===== config.mk =====
export PLATFORM = sky130hd
export DESIGN_NAME = irq_source_ctrl
export DESIGN_NICKNAME = d
export VERILOG_FILES = /design/src/rtl/isc_pkg.sv /design/src/rtl/isc_src_cell.sv /design/src/rtl/isc_present_arb.sv /design/src/rtl/isc_resend_scan.sv /design/src/rtl/isc_cfg_port.sv /design/src/rtl/irq_source_ctrl.sv
export SDC_FILE = /design/constraint.sdc
export NUM_CORES = 1
export LEC_CHECK = 0
export ABC_CLOCK_PERIOD_IN_PS = 9100
export BUFFER_PORTS_ARGS = -buffer_cell sky130_fd_sc_hd__buf_2
export CAP_MARGIN = 20
export CELL_PAD_IN_SITES_DETAIL_PLACEMENT = 1
export CELL_PAD_IN_SITES_GLOBAL_PLACEMENT = 2
export CORE_UTILIZATION = 39
export DETAILED_ROUTE_END_ITERATION = 16
export PLACE_DENSITY_LB_ADDON = 0.1
export SLEW_MARGIN = 20
export SYNTH_ARGS = -nofsm -noshare
export SYNTH_HDL_FRONTEND = slang
export SYNTH_SLANG_ARGS = --single-unit
export TNS_END_PERCENT = 50

===== constraint.sdc =====
create_clock -name clk -period 9.1 [get_ports clk]
set_clock_uncertainty 0.2 [all_clocks]
set_input_delay 1.82 -clock clk [delete_from_list [all_inputs] [get_ports clk]]
set_output_delay 1.82 -clock clk [all_outputs]
set_load 0.1 [all_outputs]

===== src/rtl/isc_pkg.sv =====
package isc_pkg;
  typedef enum logic [1:0] {
    OP_SET = 2'd0,
    OP_GET = 2'd1,
    OP_OFF = 2'd2,
    OP_ON  = 2'd3
  } cfg_op_e;

  localparam logic [7:0] PRIO_MASKED = 8'hFF;
  localparam logic [7:0] RSP_OK      = 8'h00;
  localparam logic [7:0] RSP_BADARG  = 8'hFD;
endpackage


===== src/rtl/isc_src_cell.sv =====
module isc_src_cell
  import isc_pkg::*;
#(
  parameter int SRV_W = 8
) (
  input  logic             clk,
  input  logic             rst_n,
  input  logic             sig_in,
  input  logic             lvl_mode,
  input  logic             wr_en,
  input  logic [SRV_W-1:0] wr_server,
  input  logic [7:0]       wr_prio,
  input  logic [7:0]       wr_saved,
  input  logic             rej_hit,
  input  logic             eoi_hit,
  input  logic             scan_hit,
  input  logic             grant,
  output logic [SRV_W-1:0] server,
  output logic [7:0]       prio,
  output logic [7:0]       saved,
  output logic             req
);
  logic in_q, asserted, sent, rejected, mpend, pend;
  logic pend_n, mpend_n;

  logic [7:0] prio_nx;
  logic       masked, masked_nx, msg_evt, lvl_chg;

  assign masked    = (prio == PRIO_MASKED);
  assign prio_nx   = wr_en ? wr_prio : prio;
  assign masked_nx = (prio_nx == PRIO_MASKED);
  assign msg_evt   = !lvl_mode && sig_in && !in_q;
  assign lvl_chg   = lvl_mode && (sig_in != in_q);

  // Message-source queue and masked-pending update
  always_comb begin
    pend_n  = pend && !grant;
    mpend_n = mpend;
    if (msg_evt) begin
      if (masked) mpend_n = 1'b1;
      else        pend_n  = 1'b1;
    end
    if (scan_hit && rejected && !rej_hit && !masked) pend_n = 1'b1;
    if (wr_en) begin
      if (masked_nx) begin
        if (pend_n) begin
          mpend_n = 1'b1;
          pend_n  = 1'b0;
        end
      end else if (mpend_n) begin
        mpend_n = 1'b0;
        pend_n  = 1'b1;
      end
    end
  end

  always_ff @(posedge clk) begin
    if (!rst_n) begin
      in_q     <= 1'b0;
      asserted <= 1'b0;
      sent     <= 1'b0;
      rejected <= 1'b0;
      mpend    <= 1'b0;
      pend     <= 1'b0;
      server   <= '0;
      prio     <= PRIO_MASKED;
      saved    <= PRIO_MASKED;
    end else begin
      in_q <= sig_in;
      if (wr_en) begin
        server <= wr_server;
        prio   <= wr_prio;
        saved  <= wr_saved;
      end
      if (lvl_mode) begin
        asserted <= sig_in;
        pend     <= 1'b0;
        mpend    <= 1'b0;
        if (rej_hit) begin
          rejected <= 1'b1;
          sent     <= 1'b0;
        end else begin
          if (scan_hit || lvl_chg || wr_en) rejected <= 1'b0;
          if (grant)        sent <= 1'b1;
          else if (eoi_hit) sent <= 1'b0;
        end
      end else begin
        asserted <= 1'b0;
        sent     <= 1'b0;
        if (rej_hit)       rejected <= 1'b1;
        else if (scan_hit) rejected <= 1'b0;
        pend  <= pend_n;
        mpend <= mpend_n;
      end
    end
  end

  assign req = lvl_mode ? (!masked && asserted && !sent && !rejected) : pend;
endmodule


===== src/rtl/isc_present_arb.sv =====
module isc_present_arb #(
  parameter int NUM_SRC = 8,
  parameter int BASE    = 16,
  parameter int NUM_W   = 10,
  parameter int SRV_W   = 8
) (
  input  logic                           clk,
  input  logic                           rst_n,
  input  logic [NUM_SRC-1:0]             req,
  input  logic [NUM_SRC-1:0][SRV_W-1:0]  srv_a,
  input  logic [NUM_SRC-1:0][7:0]        prio_a,
  input  logic                           pres_ready,
  output logic [NUM_SRC-1:0]             grant,
  output logic                           pres_valid,
  output logic [NUM_W-1:0]               pres_num,
  output logic [SRV_W-1:0]               pres_server,
  output logic [7:0]                     pres_prio
);
  localparam int IDX_W = (NUM_SRC > 1) ? $clog2(NUM_SRC) : 1;

  logic             found, load;
  logic [IDX_W-1:0] sel;

  always_comb begin
    found = 1'b0;
    sel   = '0;
    for (int i = 0; i < NUM_SRC; i++) begin
      if (req[i] && !found) begin
        found = 1'b1;
        sel   = IDX_W'(i);
      end
    end
  end

  assign load = found && (!pres_valid || pres_ready);

  always_comb begin
    grant = '0;
    if (load) grant[sel] = 1'b1;
  end

  always_ff @(posedge clk) begin
    if (!rst_n) begin
      pres_valid  <= 1'b0;
      pres_num    <= '0;
      pres_server <= '0;
      pres_prio   <= '0;
    end else if (load) begin
      pres_valid  <= 1'b1;
      pres_num    <= NUM_W'(BASE) + NUM_W'(sel);
      pres_server <= srv_a[sel];
      pres_prio   <= prio_a[sel];
    end else if (pres_ready) begin
      pres_valid <= 1'b0;
    end
  end
endmodule


===== src/rtl/isc_resend_scan.sv =====
module isc_resend_scan #(
  parameter int NUM_SRC = 8
) (
  input  logic               clk,
  input  logic               rst_n,
  input  logic               start,
  input  logic               stall,
  output logic               busy,
  output logic [NUM_SRC-1:0] hit
);
  localparam int IDX_W = (NUM_SRC > 1) ? $clog2(NUM_SRC) : 1;
  localparam logic [IDX_W-1:0] LAST = IDX_W'(NUM_SRC - 1);

  logic [IDX_W-1:0] idx;
  logic             again;

  always_ff @(posedge clk) begin
    if (!rst_n) begin
      busy  <= 1'b0;
      idx   <= '0;
      again <= 1'b0;
    end else if (!busy) begin
      if (start) begin
        busy <= 1'b1;
        idx  <= '0;
      end
    end else if (!stall) begin
      if (idx == LAST) begin
        busy  <= again || start;
        again <= 1'b0;
        idx   <= '0;
      end else begin
        idx <= idx + 1'b1;
        if (start) again <= 1'b1;
      end
    end else if (start) begin
      again <= 1'b1;
    end
  end

  for (genvar i = 0; i < NUM_SRC; i++) begin : g_hit
    assign hit[i] = busy && !stall && (idx == IDX_W'(i));
  end
endmodule


===== src/rtl/isc_cfg_port.sv =====
module isc_cfg_port
  import isc_pkg::*;
#(
  parameter int NUM_SRC = 8,
  parameter int NUM_SRV = 4,
  parameter int SRV_W   = 8
) (
  input  logic                          clk,
  input  logic                          rst_n,
  input  logic                          cfg_valid,
  input  logic [1:0]                    cfg_op,
  input  logic [NUM_SRC-1:0]            sel,
  input  logic [SRV_W-1:0]              cfg_server,
  input  logic [7:0]                    cfg_prio,
  input  logic [NUM_SRC-1:0][SRV_W-1:0] srv_a,
  input  logic [NUM_SRC-1:0][7:0]       prio_a,
  input  logic [NUM_SRC-1:0][7:0]       saved_a,
  input  logic                          scan_busy,
  output logic                          cfg_ready,
  output logic                          wr_en,
  output logic [SRV_W-1:0]              wr_server,
  output logic [7:0]                    wr_prio,
  output logic [7:0]                    wr_saved,
  output logic                          rsp_valid,
  output logic [7:0]                    rsp_code,
  output logic [SRV_W-1:0]              rsp_server,
  output logic [7:0]                    rsp_prio
);
  cfg_op_e          op;
  logic             accept, hit, srv_ok, ok;
  logic [SRV_W-1:0] cur_srv;
  logic [7:0]       cur_prio, cur_saved;

  assign op        = cfg_op_e'(cfg_op);
  assign cfg_ready = !scan_busy;
  assign accept    = cfg_valid && cfg_ready;
  assign hit       = |sel;
  assign srv_ok    = {1'b0, cfg_server} < (SRV_W+1)'(NUM_SRV);
  assign ok        = hit && ((op != OP_SET) || srv_ok);
  assign wr_en     = accept && ok && (op != OP_GET);

  always_comb begin
    cur_srv   = '0;
    cur_prio  = '0;
    cur_saved = '0;
    for (int i = 0; i < NUM_SRC; i++) begin
      if (sel[i]) begin
        cur_srv   = cur_srv   | srv_a[i];
        cur_prio  = cur_prio  | prio_a[i];
        cur_saved = cur_saved | saved_a[i];
      end
    end
  end

  always_comb begin
    wr_server = cur_srv;
    wr_prio   = cur_prio;
    wr_saved  = cur_saved;
    case (op)
      OP_SET: begin
        wr_server = cfg_server;
        wr_prio   = cfg_prio;
        wr_saved  = cfg_prio;
      end
      OP_OFF: begin
        wr_prio  = PRIO_MASKED;
        wr_saved = cur_prio;
      end
      OP_ON: begin
        wr_prio  = cur_saved;
        wr_saved = cur_saved;
      end
      default: ;
    endcase
  end

  always_ff @(posedge clk) begin
    if (!rst_n) begin
      rsp_valid  <= 1'b0;
      rsp_code   <= RSP_OK;
      rsp_server <= '0;
      rsp_prio   <= '0;
    end else begin
      rsp_valid  <= accept;
      rsp_code   <= ok ? RSP_OK : RSP_BADARG;
      rsp_server <= (accept && ok && op == OP_GET) ? cur_srv  : '0;
      rsp_prio   <= (accept && ok && op == OP_GET) ? cur_prio : '0;
    end
  end
endmodule


===== src/rtl/irq_source_ctrl.sv =====
module irq_source_ctrl #(
  parameter int NUM_SRC = 8,
  parameter int BASE    = 16,
  parameter int NUM_SRV = 4,
  parameter int NUM_W   = 10,
  parameter int SRV_W   = 8
) (
  input  logic               clk,
  input  logic               rst_n,
  input  logic [NUM_SRC-1:0] src_in,
  input  logic [NUM_SRC-1:0] src_mode,
  input  logic               rej_valid,
  input  logic [NUM_W-1:0]   rej_num,
  input  logic               eoi_valid,
  input  logic [NUM_W-1:0]   eoi_num,
  input  logic               resend_req,
  output logic               pres_valid,
  input  logic               pres_ready,
  output logic [NUM_W-1:0]   pres_num,
  output logic [SRV_W-1:0]   pres_server,
  output logic [7:0]         pres_prio,
  input  logic               cfg_valid,
  output logic               cfg_ready,
  input  logic [1:0]         cfg_op,
  input  logic [NUM_W-1:0]   cfg_num,
  input  logic [SRV_W-1:0]   cfg_server,
  input  logic [7:0]         cfg_prio,
  output logic               rsp_valid,
  output logic [7:0]         rsp_code,
  output logic [SRV_W-1:0]   rsp_server,
  output logic [7:0]         rsp_prio
);
  logic [NUM_SRC-1:0]             rej_hit, eoi_hit, cfg_sel, scan_hit, grant, req;
  logic [NUM_SRC-1:0][SRV_W-1:0]  srv_a;
  logic [NUM_SRC-1:0][7:0]        prio_a, saved_a;
  logic                           wr_en, scan_busy, stall;
  logic [SRV_W-1:0]               wr_server;
  logic [7:0]                     wr_prio, wr_saved;

  assign stall = pres_valid && !pres_ready;

  for (genvar i = 0; i < NUM_SRC; i++) begin : g_src
    localparam logic [NUM_W-1:0] SRC_NUM = NUM_W'(BASE + i);

    assign rej_hit[i] = rej_valid && (rej_num == SRC_NUM);
    assign eoi_hit[i] = eoi_valid && (eoi_num == SRC_NUM);
    assign cfg_sel[i] = (cfg_num == SRC_NUM);

    isc_src_cell #(.SRV_W(SRV_W)) u_cell (
      .clk       (clk),
      .rst_n     (rst_n),
      .sig_in    (src_in[i]),
      .lvl_mode  (src_mode[i]),
      .wr_en     (wr_en && cfg_sel[i]),
      .wr_server (wr_server),
      .wr_prio   (wr_prio),
      .wr_saved  (wr_saved),
      .rej_hit   (rej_hit[i]),
      .eoi_hit   (eoi_hit[i]),
      .scan_hit  (scan_hit[i]),
      .grant     (grant[i]),
      .server    (srv_a[i]),
      .prio      (prio_a[i]),
      .saved     (saved_a[i]),
      .req       (req[i])
    );
  end

  isc_resend_scan #(.NUM_SRC(NUM_SRC)) u_scan (
    .clk   (clk),
    .rst_n (rst_n),
    .start (resend_req),
    .stall (stall),
    .busy  (scan_busy),
    .hit   (scan_hit)
  );

  isc_present_arb #(
    .NUM_SRC(NUM_SRC), .BASE(BASE), .NUM_W(NUM_W), .SRV_W(SRV_W)
  ) u_arb (
    .clk         (clk),
    .rst_n       (rst_n),
    .req         (req),
    .srv_a       (srv_a),
    .prio_a      (prio_a),
    .pres_ready  (pres_ready),
    .grant       (grant),
    .pres_valid  (pres_valid),
    .pres_num    (pres_num),
    .pres_server (pres_server),
    .pres_prio   (pres_prio)
  );

  isc_cfg_port #(
    .NUM_SRC(NUM_SRC), .NUM_SRV(NUM_SRV), .SRV_W(SRV_W)
  ) u_cfg (
    .clk        (clk),
    .rst_n      (rst_n),
    .cfg_valid  (cfg_valid),
    .cfg_op     (cfg_op),
    .sel        (cfg_sel),
    .cfg_server (cfg_server),
    .cfg_prio   (cfg_prio),
    .srv_a      (srv_a),
    .prio_a     (prio_a),
    .saved_a    (saved_a),
    .scan_busy  (scan_busy),
    .cfg_ready  (cfg_ready),
    .wr_en      (wr_en),
    .wr_server  (wr_server),
    .wr_prio    (wr_prio),
    .wr_saved   (wr_saved),
    .rsp_valid  (rsp_valid),
    .rsp_code   (rsp_code),
    .rsp_server (rsp_server),
    .rsp_prio   (rsp_prio)
  );
endmodule


==> results.yml <==
finish:
  multi_input_area_um2: 7480
  final_nets: 1756
  fillers: 4093
  seqCellArea_um2: 5685
  area_growth_pct: 14.49
  drive_gt1_share_pct: 15.31
  diodes: 0
detailed_routing:
  routedWlPerCell_um: 26.24
  final_antenna_net_count: 0
  wl_met3_um: 3593
  post-route-drc-count: 0
  topRoutingLayerUsed: "met4"
  met2WireLength_um: 26050
  vias: 13420
  first_pass_iters: 6
  m1WireLength_um: 25370
  via_per_inst: 6.212
  drt_iter0_drc: 1140
  routed_wl_um: 56680
sta:
  slew_violations: 0
  fin_crit_sh_pct: 58.31
  finalCriticalPeriod_ps: 5306
  setup-tns-final_ps: 0
  worst_slew_pin_slew_ps: 1122
  rsz0062_at_grt: "no"
  hold_viol: 0
  maxSlewHeadroom_pct: 25.10
  finalHoldWorstSlack_ps: 271.1
  setup_viol: 0
  fmax_mhz: 188.5
clock_tree:
  clockBufferDepth: 3
  numCtsBuffers: 35
  cts.repair.resized: 0
  clock_latency_ps: 540
  post_cts_buffers: 0
  cts_tree: "yes"
  clock-root-buffer: "clkbuf_16"
  cts_hold_buf: 0
  htreeDepth: 2
  cts.sinks: 284
  cts.clk_slew.worst_paths_ps: 70
global_routing:
  grt_util_all_layers_pct: 31.48
  antenna_found_initial: 0
  grt_max_degree: 99
  grt_overflow_total: 0
  grt_pass1_wl_um: 85730
  grt_pass1_vias: 13360
hold_path:
  hp-class: "flop to flop"
  min_from: "g_src[0].u_cell.server[6]"
power_and_ir_drop:
  swShare_pct: 24.87
  clockPowerShare_pct: 49.7
  internal_power_mw: 2.165
  power.density_cell_area_nw_per_um2: 183.1
  switchingPower_uw: 716.7
  power_frac_comb_pct: 6.8
  p_leak_nw: 6.581
  peakVddDrop_mv: 0.1540
  seqPwrFrac_pct: 43.5
critical_path:
  worstSetupPathDepth: 9
  critPathMaxFanout: 11
  crit_family: "compound AO/OA/AOI/OAI gates"
  critical_path_required_ps: 9360
  start_kind: "primary input"
  crit_arrival_ps: 5560
  cp_num_buf_inv: 2
  critPathKind: "primary input to flop"
  max_stage_delay_ps: 980
  crit_chain: "buf_2, nor4bb_1, a222oi_1, o311ai_2, o31a_1, buf_4, nand2_1, nor2_1, a221o_1"
  critPathCapture: "u_arb.pres_server[0]"
  r2r_slack_ps: 4690
  cp_slowest_cell: "o311ai_2"
  rr_startpoint: "g_src[1].u_cell.prio[7]"
  r2r_cells: 9
  cp-startpoint: "src_mode[4]"
  critPathCaptureType: "flop"
  r2r-end: "u_arb.pres_server[0]"
logic_synthesis:
  synth-xor-area-share_pct: 0.5097
  synthMuxAreaShare_pct: 6.344
  synthCells: 1627
  ys_seq_area_share_pct: 41.36
  synth_top_family_by_area: "compound AO/OA/AOI/OAI gates"
  synth_area_per_cell_um2: 8.449
  synthFlopType: "dfxtp_1"
  synth_fa_ha_area_share_pct: 0.5461
  yosysWarnings: 0
  synth_edf_count: 0
  synthArstFlopShare_pct: 0
  synth-seq-cells: 284
  syn-cell-area_um2: 13750
  yosysUniqueCellTypes: 87
  synthSimpleGateAreaFrac_pct: 20.82
  synth_compound_area_share_pct: 25.69
die:
  die_x_um: 189.7
  dieArea_um2: 36000
  core_area_um2: 34630
  num_rows: 68
  start_util_pct: 39.70
  io_pins: 124
  die_h_um: 189.7
place:
  gp_congestion: 0.8799
  dp_hpwl_um: 39460
  port_buffers: 116
status:
  outcome: "complete, no violations"
flow_run:
  drv_cap: 0
-- worst min-delay path, cell delays in order (launching register included) --
cell and delay [ps]:
dfxtp_1 320, nand2_1 50, a21oi_1 50
-- cell usage in the layout, fill, tap and decap left out, types with 11 or more instances in the layout --
| master | count |
|---|---|
| nand2_1 | 318 |
| a222oi_1 | 23 |
| dfxtp_1 | 284 |
| a221oi_1 | 15 |
| a22oi_1 | 20 |
| buf_2 | 115 |
| nor3b_1 | 12 |
| nand4_1 | 24 |
| mux2_2 | 20 |
| clkbuf_16 | 37 |
| a22o_1 | 17 |
| inv_1 | 12 |
| a21oi_1 | 128 |
| o211ai_1 | 129 |
| mux2_1 | 13 |
| nand2b_1 | 17 |
| nor3_1 | 12 |
| mux2i_1 | 32 |
| and3_1 | 14 |
| nand3_1 | 28 |
| nor2_1 | 101 |
| and2_1 | 19 |
| a211oi_1 | 11 |
| o21ai_0 | 52 |
| buf_4 | 27 |
-- power groups by stage --
stage	Combinational (mW)	Clock, mW	Sequential, mW
3_3_place_gp	0.192	0	1.28
5_1_grt	0.210	1.50	1.25
6_report	0.197	1.43	1.25
4_1_cts	0.195	1.45	1.25
2_1_floorplan	0.131	0	1.28
3_5_place_dp	0.194	0	1.28
-- cell usage after synthesis (15+ instances only) --
master | n | share of area (%)
a21oi_1 | 129 | 4.7
nand2b_1 | 17 | 0.77
mux2i_1 | 32 | 2.3
nor2_1 | 101 | 2.8
o211ai_1 | 129 | 7.0
nand2_1 | 318 | 8.7
a222oi_1 | 23 | 1.7
mux2_2 | 20 | 1.6
nand4_1 | 24 | 1.1
o21ai_0 | 52 | 1.9
nand3_1 | 29 | 1.1
a22oi_1 | 20 | 1.1
buf_4 | 17 | 0.93
clkbuf_1 | 93 | 2.5
and2_1 | 19 | 0.86
dfxtp_1 | 284 | 41
a22o_1 | 17 | 1.1
a221oi_1 | 15 | 0.96
buf_2 | 19 | 0.69
-- logic make-up after synthesis --
family	Yosys count
simple gates	605
buf+inv	147
xor+xnor	8
flops	284
compound gates	503
other cells	1
fa+ha+maj	6
mux	73
-- layer usage --
metal / global-route usage (%) / up-vias
met5: 0 / -
met4: 9.770 / 0
met3: 3.616 / 99
met2: 51.85 / 536
met1: 42.94 / 6676
li1: - / 6106
-- metrics by stage --
| stage | utilization (%) | std cells | worst slack, ps | instance area (µm²) | power (mW) |
|---|---|---|---|---|---|
| 5_1_grt | 45.45 | 2160 | 3634 | 15740 | 2.961 |
| 6_report | 45.45 | 2160 | 3794 | 15740 | 2.882 |
| 3_3_place_gp | 42.07 | 2097 | 3449 | 14570 | 1.473 |
| 2_1_floorplan | - | 1633 | 4737 | 13770 | 1.414 |
| 3_5_place_dp | 42.07 | 2097 | 3323 | 14570 | 1.475 |
| 4_1_cts | 45.45 | 2160 | 3876 | 15740 | 2.901 |
-- worst min path at each step --
stage,endpoint,cells after the start
global placement,u_arb.pres_num[4],2
floorplan,g_src[3].u_cell.server[1],2
CTS,g_src[0].u_cell.server[6],2
global route,g_src[0].u_cell.server[6],2
detailed placement,g_src[0].u_cell.server[6],2
finish,g_src[0].u_cell.server[6],2
-- flip-flops by register name, summed over array words and instances (netlist names), 4 cells and up --
signal	cells
g_src.u_cell.in_q	8
u_arb.pres_num	4
u_arb.pres_server	8
g_src.u_cell.saved	64
u_arb.pres_prio	8
g_src.u_cell.rejected	8
g_src.u_cell.pend	8
g_src.u_cell.sent	8
u_cfg.rsp_prio	8
g_src.u_cell.mpend	8
g_src.u_cell.server	64
g_src.u_cell.prio	64
u_cfg.rsp_server	8
g_src.u_cell.asserted	8
-- cell type report --
| cell class | instances | area share, % |
|---|---|---|
| inverters | 14 | 0.3418 |
| flip-flops and latches | 284 | 36.12 |
| clock inverters | 10 | 0.6757 |
| multi-input cells | 1202 | 47.52 |
| clock buffers | 53 | 6.773 |
| repair buffers | 142 | 4.945 |
| well taps | 455 | 3.617 |
(Power assumes the default switching activity.)
